## config.mk

```make
export PLATFORM = sky130hd
export DESIGN_NAME = spinloop_detector
export DESIGN_NICKNAME = d
export VERILOG_FILES = /design/src/rtl/spin_pkg.sv /design/src/rtl/spin_ctx_track.sv /design/src/rtl/spin_req_reg.sv /design/src/rtl/spinloop_detector.sv
export SDC_FILE = /design/constraint.sdc
export NUM_CORES = 1
export LEC_CHECK = 0
export CAP_MARGIN = 10
export CORE_AREA = 3 3 145 147
export DETAILED_ROUTE_END_ITERATION = 7
export DIE_AREA = 0 0 148 150
export GPL_ROUTABILITY_DRIVEN = 1
export HOLD_SLACK_MARGIN = 0.03
export SYNTH_ARGS = -nofsm -noshare
export SYNTH_HDL_FRONTEND = slang
export SYNTH_HIERARCHICAL = 1
export SYNTH_SLANG_ARGS = --single-unit
```

## constraint.sdc

```tcl
create_clock -name clk -period 2.1 [get_ports clk]
set_clock_uncertainty 0.2 [all_clocks]
set_input_delay 0.42 -clock clk [delete_from_list [all_inputs] [get_ports clk]]
set_output_delay 0.42 -clock clk [all_outputs]
set_load 0.01 [all_outputs]
```

## src/rtl/spin_pkg.sv

```systemverilog
package spin_pkg;

    typedef enum logic [2:0] {
        IC_OTHER  = 3'd0,
        IC_LOAD   = 3'd1,
        IC_TEST   = 3'd2,
        IC_BRANCH = 3'd3,
        IC_NOP    = 3'd4
    } iclass_e;

    typedef logic [2:0] pcount_t;

    localparam pcount_t CNT_IDLE   = 3'd0;
    localparam pcount_t CNT_LOADED = 3'd1;
    localparam pcount_t CNT_TESTED = 3'd2;
    localparam pcount_t CNT_BRANCH = 3'd3;
    localparam pcount_t CNT_ARMED  = 3'd4;

    // Step for the three non-load pattern members; anything out of place clears.
    function automatic pcount_t follow_step(iclass_e cls, pcount_t cur, logic src_ok);
        pcount_t nxt;
        nxt = CNT_IDLE;
        case (cls)
            IC_TEST:   if (cur == CNT_LOADED && src_ok) nxt = CNT_TESTED;
            IC_BRANCH: if (cur == CNT_TESTED) nxt = CNT_BRANCH;
            IC_NOP:    if (cur == CNT_BRANCH) nxt = CNT_ARMED;
            default:   nxt = CNT_IDLE;
        endcase
        return nxt;
    endfunction

endpackage

```

## src/rtl/spin_ctx_track.sv

```systemverilog
module spin_ctx_track
    import spin_pkg::*;
#(
    parameter int REG_W = 5,
    parameter int TAG_W = 8
) (
    input  logic             clk,
    input  logic             rst,
    input  logic             hit,
    input  iclass_e          cls,
    input  logic [REG_W-1:0] src,
    input  logic [REG_W-1:0] rd,
    input  logic [TAG_W-1:0] tag,
    output logic             fire
);

    pcount_t          cnt;
    logic [REG_W-1:0] held_rd;
    logic [TAG_W-1:0] held_tag;

    always_comb begin
        fire = hit && (cls == IC_LOAD) && (cnt == CNT_ARMED)
               && (rd == held_rd) && (tag == held_tag);
    end

    always_ff @(posedge clk) begin
        if (rst) begin
            cnt      <= CNT_IDLE;
            held_rd  <= '0;
            held_tag <= '0;
        end else if (hit) begin
            if (cls == IC_LOAD) begin
                if (fire) begin
                    cnt <= CNT_IDLE;
                end else begin
                    cnt      <= CNT_LOADED;
                    held_rd  <= rd;
                    held_tag <= tag;
                end
            end else begin
                cnt <= follow_step(cls, cnt, src == held_rd);
            end
        end
    end

endmodule

```

## src/rtl/spin_req_reg.sv

```systemverilog
module spin_req_reg #(
    parameter int NUM_CTX = 4,
    parameter int CTX_W   = 2,
    parameter int WIN_W   = 5,
    parameter int REG_W   = 5,
    parameter int TAG_W   = 8
) (
    input  logic               clk,
    input  logic               rst,
    input  logic [NUM_CTX-1:0] fire_en,
    input  logic [CTX_W-1:0]   ctx,
    input  logic [WIN_W-1:0]   win,
    input  logic [REG_W-1:0]   rd,
    input  logic [TAG_W-1:0]   tag,
    output logic               req_valid,
    output logic [CTX_W-1:0]   req_ctx,
    output logic [WIN_W-1:0]   req_win,
    output logic [REG_W-1:0]   req_rd,
    output logic [TAG_W-1:0]   req_tag,
    output logic [NUM_CTX-1:0] wait_set,
    output logic               sw_req
);

    logic any_fire;
    assign any_fire = |fire_en;

    always_ff @(posedge clk) begin
        if (rst) begin
            req_valid <= 1'b0;
            req_ctx   <= '0;
            req_win   <= '0;
            req_rd    <= '0;
            req_tag   <= '0;
            wait_set  <= '0;
            sw_req    <= 1'b0;
        end else begin
            req_valid <= any_fire;
            wait_set  <= fire_en;
            sw_req    <= any_fire;
            if (any_fire) begin
                req_ctx <= ctx;
                req_win <= win;
                req_rd  <= rd;
                req_tag <= tag;
            end
        end
    end

endmodule

```

## src/rtl/spinloop_detector.sv

```systemverilog
module spinloop_detector
    import spin_pkg::*;
#(
    parameter int NUM_CTX = 4,
    parameter int WIN_W   = 5,
    parameter int REG_W   = 5,
    parameter int TAG_W   = 8,
    localparam int CTX_W  = (NUM_CTX > 1) ? $clog2(NUM_CTX) : 1
) (
    input  logic               clk,
    input  logic               rst,
    input  logic               ex_valid,
    input  logic [CTX_W-1:0]   ex_ctx,
    input  logic [2:0]         ex_cls,
    input  logic [REG_W-1:0]   ex_src,
    input  logic [REG_W-1:0]   ex_rd,
    input  logic [WIN_W-1:0]   ex_win,
    input  logic [TAG_W-1:0]   ex_tag,
    input  logic [NUM_CTX-1:0] ctx_en,
    output logic               sync_valid,
    output logic [CTX_W-1:0]   sync_ctx,
    output logic [WIN_W-1:0]   sync_win,
    output logic [REG_W-1:0]   sync_rd,
    output logic [TAG_W-1:0]   sync_tag,
    output logic [NUM_CTX-1:0] set_wait,
    output logic               switch_req
);

    iclass_e            cls;
    logic [NUM_CTX-1:0] hit;
    logic [NUM_CTX-1:0] fire;
    logic [NUM_CTX-1:0] fire_en;

    assign cls     = iclass_e'(ex_cls);
    assign fire_en = fire & ctx_en;

    for (genvar c = 0; c < NUM_CTX; c++) begin : g_ctx
        assign hit[c] = ex_valid && (ex_ctx == CTX_W'(c));

        spin_ctx_track #(
            .REG_W(REG_W),
            .TAG_W(TAG_W)
        ) track_i (
            .clk (clk),
            .rst (rst),
            .hit (hit[c]),
            .cls (cls),
            .src (ex_src),
            .rd  (ex_rd),
            .tag (ex_tag),
            .fire(fire[c])
        );
    end

    spin_req_reg #(
        .NUM_CTX(NUM_CTX),
        .CTX_W  (CTX_W),
        .WIN_W  (WIN_W),
        .REG_W  (REG_W),
        .TAG_W  (TAG_W)
    ) out_i (
        .clk      (clk),
        .rst      (rst),
        .fire_en  (fire_en),
        .ctx      (ex_ctx),
        .win      (ex_win),
        .rd       (ex_rd),
        .tag      (ex_tag),
        .req_valid(sync_valid),
        .req_ctx  (sync_ctx),
        .req_win  (sync_win),
        .req_rd   (sync_rd),
        .req_tag  (sync_tag),
        .wait_set (set_wait),
        .sw_req   (switch_req)
    );

endmodule

```

==> flow_results.org <==
** Outcome
- Status :: finished with violations
- The final reports fail on negative setup slack.

** Timing
- Worst max-slew margin expressed relative to the limit :: 0.7634
- Setup repair after global routing missed its margin :: true
- Dividing the final minimum period by the clock period gives 1.044.
- Fmax :: ~0.46 GHz
- Setup violations remaining at the end of the flow were counted as 21.
- Final hold analysis gives a worst-case slack of between 200 and 300 ps.
- Hold Fails Final Rpt :: 0
- The number of max-slew violations in the final report was 0.
- Final worst-path setup slack :: -92.65 ps
- Time the final worst path needs with I/O delays and setup :: ~2200 ps
- Pin slew with the least headroom to its limit :: roughly 350 ps

** Placement
- At the end of routability-driven placement, the weighted congestion stood at between 0.8 and 0.9.
- Port-buffer cells :: 60
- Summed over all nets, the half-perimeter wirelength after detailed placement is roughly 9700 um.
- Including well taps, the total number of placed cells is between 900 and 1,000.

** Clock tree
- Clock tree synthesis selected as its root buffer the cell clkbuf_16.
- Clock-pin slew of the registers on the worst-case setup and hold paths :: around 70 ps
- Total clock sinks :: between 80 and 90
- Number of H-tree levels :: 3
- Maximum buffer depth of the clock tree :: 2
- The clock reaches the later pin of the worst-skew pair after around 360 ps.
- Hold repair after CTS inserted 0 buffers.
- Total clock buffers created by CTS :: 9
- TritonCTS clock tree :: done

** Floorplanning
- The floorplan step defined a die boundary enclosing ~22,000 um2.
- The initial utilization of the core area, before any placement, comes to 0.2478.
- The die is about 150 um wide.
- The total area inside the core boundary comes to 20,040 um2.
- Die Y-Extent :: about 150 um
- Boundary Pins :: slightly above 60
- Standard-cell row count :: 52

** Hold path
- The path with the worst hold slack has its endpoint at g_ctx[1].track_i/held_rd[3]$_SDFFE_PP0P_.
- In this run the most critical hold path is launched from ex_rd[3].
- Worst Hold Depth :: 4
- The tightest min-delay check is of the in2reg type.

** Critical path
- The most numerous cell type found on the critical path is nor4_4.
- Buffers and inverters on the worst path :: 2
- In this run the worst path has a maximum fanout of 4.
- Family of cells with the greatest summed delay on the critical path :: simple AND/OR/NAND/NOR gates
- For the worst setup path, the data arrival time is 2240 ps.
- Setup slack on the worst reg-to-reg path comes out at -90 ps.
- The worst register-to-register path begins at g_ctx[3].track_i/held_tag[4]$_SDFFE_PP0P_.
- Critical path data required time :: 2140 ps
- Endpoint class of the critical path :: register
- The critical path is of the reg2reg type.
- Maximum cell stage delay along the critical path :: roughly 360 ps
- The slowest stage of the critical path is the nor4_4 cell.
- CP Launch Type :: register
- The signal on the critical path passes through xnor2_2, nand4_1, nor4_4, and3_1, and2_4, nor4_4, buf_4, clkbuf_16, mux2i_1.
- The worst register-to-register path has a depth of 9.
- In this run the critical register-to-register path is captured at out_i/req_win[3]$_SDFFE_PP0P_.

** Pwr
- Worst voltage drop across the vdd grid :: about 250 uV
- Cell area power density :: roughly 500 nW/um2
- Leakage Power :: 2.783 nW

** Final layout
- After the flow finishes, the layout carries non-filler instances totaling 941.
- The repair_antennas step left the layout with diodes totalling 0.
- Total Nets Final :: roughly 700
- Syn-to-layout area delta :: 46.40%
- Most frequent standard cell in the layout excluding fill and tap cells :: nand2b_1
- FILL cells :: 2,102
- Leaving out fill and tap cells, the most frequent cells in the layout are nand2b_1 (140), dfxtp_1 (73), mux2i_1 (72), buf_4 (72), clkdlybuf4s50_1 (39).
- Of the cells placed in the final design, the portion with a size suffix greater than 1 is 0.2832.

** Synthesis
- Mapped Avg Cell Area :: 9.584 um2
- After synthesis the cells add up to slightly below 5000 um2.
- Synthesis inferred 89 register bits.
- Number of cells produced by synthesis :: 518
- Count of warnings emitted by yosys :: 6
- Count of flip-flops with a built-in enable after synthesis :: 0
- The share of the Yosys chip area taken by registers is 0.3589.
- Post-Syn Nets :: 553
- Post-synthesis async set-or-reset flop share :: 0
- Library cells used by synthesis :: 34
- Flip-flop cell with the highest count after synthesis :: dfxtp_1

** Drt
- After detailed routing, the average wire length per cell comes to around 14 um.
- The first TritonRoute pass finished after 4 iterations.
- Using the TritonRoute via totals, the vias-per-cell ratio works out to around 4.2.
- The detailed router finished its first iteration with 202 violations.
- DRC violation count after routing :: 0
- The detail route stage leaves a number of antenna-violating nets equal to 0.
- Total length of routed wires :: around 13,000 um
- Across all layers, the routed design uses 3,969 vias.

** GRT
- Maximum number of pins on one net before global-route repair :: slightly above 60
- First-pass GRT wire length :: 21,060 um
- In the global route stage, met1 resource usage came out at 0.1739.
- For this run the aggregate overflow at the end of global routing stands at 0.
- The number of global-route vias before repair is 3,919.
- The number of antenna violations at the first check in global routing was 0.
- The layer flagged by global routing as most heavily used is met2.
- For met2 alone, demand over resource in global routing was 0.1799.
- Global routing met3 resource utilization :: 0.02544
- Global-route usage over all layers :: 0.1217

** Run
- Max-cap viol count :: 0
## what timing repair did
action	in CTS	in global routing
gates cloned	3	0
setup endpoints to repair	80	38
endpoints found under the hold margin	0	0
buffers inserted	19	2
gates resized for setup	105	21
pin swaps	33	12
## kinds of logic after synthesis
family | after synthesis | share of synthesized area
xor+xnor | 72 | 0.1270
flops | 89 | 0.3589
compound gates | 28 | 0.04234
buf+inv | 27 | 0.03024
mux | 72 | 0.1452
simple gates | 230 | 0.2964
## through the flow
step                power (mW)  utilization  TNS, ps  cell area (um2)  setup slack (ps)
CTS                      3.785       0.3586   -647.7             7187            -66.19
finish                   3.743       0.3627    -1619             7268            -92.65
floorplan                1.958            -        0             4965             36.42
global route             3.912       0.3627    -2559             7268            -141.8
detailed placement       2.226       0.3252   -47520             6516            -843.0
global placement         2.226       0.3252   -46880             6516            -822.4
## layer usage
metal  share of wire  up-vias
met4           0.017        0
met2            0.42       77
met3           0.051       15
met1            0.51     1834
li1                -     2043
met5               0        -
## sequential cells by signal (all words and copies together) (netlist names)
register                flops
g_ctx.track_i/cnt          12
out_i/req_rd                5
out_i/req_win               5
g_ctx.track_i/held_tag     32
out_i/req_ctx               2
out_i/wait_set              4
g_ctx.track_i/held_rd      20
out_i/sw_req                1
out_i/req_tag               8
## how the worst max path moves through the flow
stage	start	to	slack [ps]	cells past startpoint
2_1_floorplan	ex_ctx[0]	out_i/req_ctx[0]$_SDFFE_PP0P_	40	8
3_3_place_gp	ex_tag[0]	out_i/req_tag[3]$_SDFFE_PP0P_	-820	10
3_5_place_dp	ex_tag[0]	out_i/req_tag[4]$_SDFFE_PP0P_	-840	10
4_1_cts	g_ctx[3].track_i/held_tag[0]$_SDFFE_PP0P_	out_i/req_tag[4]$_SDFFE_PP0P_	-70	9
5_1_grt	g_ctx[3].track_i/held_tag[4]$_SDFFE_PP0P_	out_i/req_rd[4]$_SDFFE_PP0P_	-140	9
6_report	g_ctx[3].track_i/held_tag[4]$_SDFFE_PP0P_	out_i/req_win[3]$_SDFFE_PP0P_	-90	9
## power breakdown
group          internal (mW)  leakage, nW  switching, mW
combinational          0.282         1.93          0.235
sequential              1.70        0.726         0.0100
clock                  0.812        0.126          0.706
total                   2.79         2.78          0.952
## final cells by class
cell class | count | area (um2) | share of cell area
clock buffers | 11 | 232.7 | 0.03202
clock inverters | 5 | 41.29 | 0.005681
inverters | 4 | 15.01 | 0.002066
multi-input cells | 402 | 3278 | 0.4510
flip-flops and latches | 89 | 1804 | 0.2482
well taps | 270 | 337.8 | 0.04648
repair buffers | 160 | 1559 | 0.2145
## cell usage after synthesis, types with 6 or more instances
cell type	n	share of area
clkbuf_1	16	0.012
nand2b_1	140	0.18
mux2i_1	72	0.15
or2b_1	8	0.012
a21oi_1	8	0.0081
buf_6	6	0.014
xor2_1	16	0.028
nand4_1	8	0.010
nor2b_1	7	0.0088
xnor2_1	56	0.099
dfxtp_1	89	0.36
nand2_1	8	0.0060
nor2_1	9	0.0068
nand3_1	12	0.012
## worst reg2reg max path, delay by kind of cell (launching register included)
family	cells	cell delay (ps)
AND/OR/NAND/NOR	5	1010
buffers and inverters	2	280
XOR/XNOR	1	150
multiplexers	1	110
flip-flops	1	340
No activity file was read; power rests on OpenSTA's default activity.
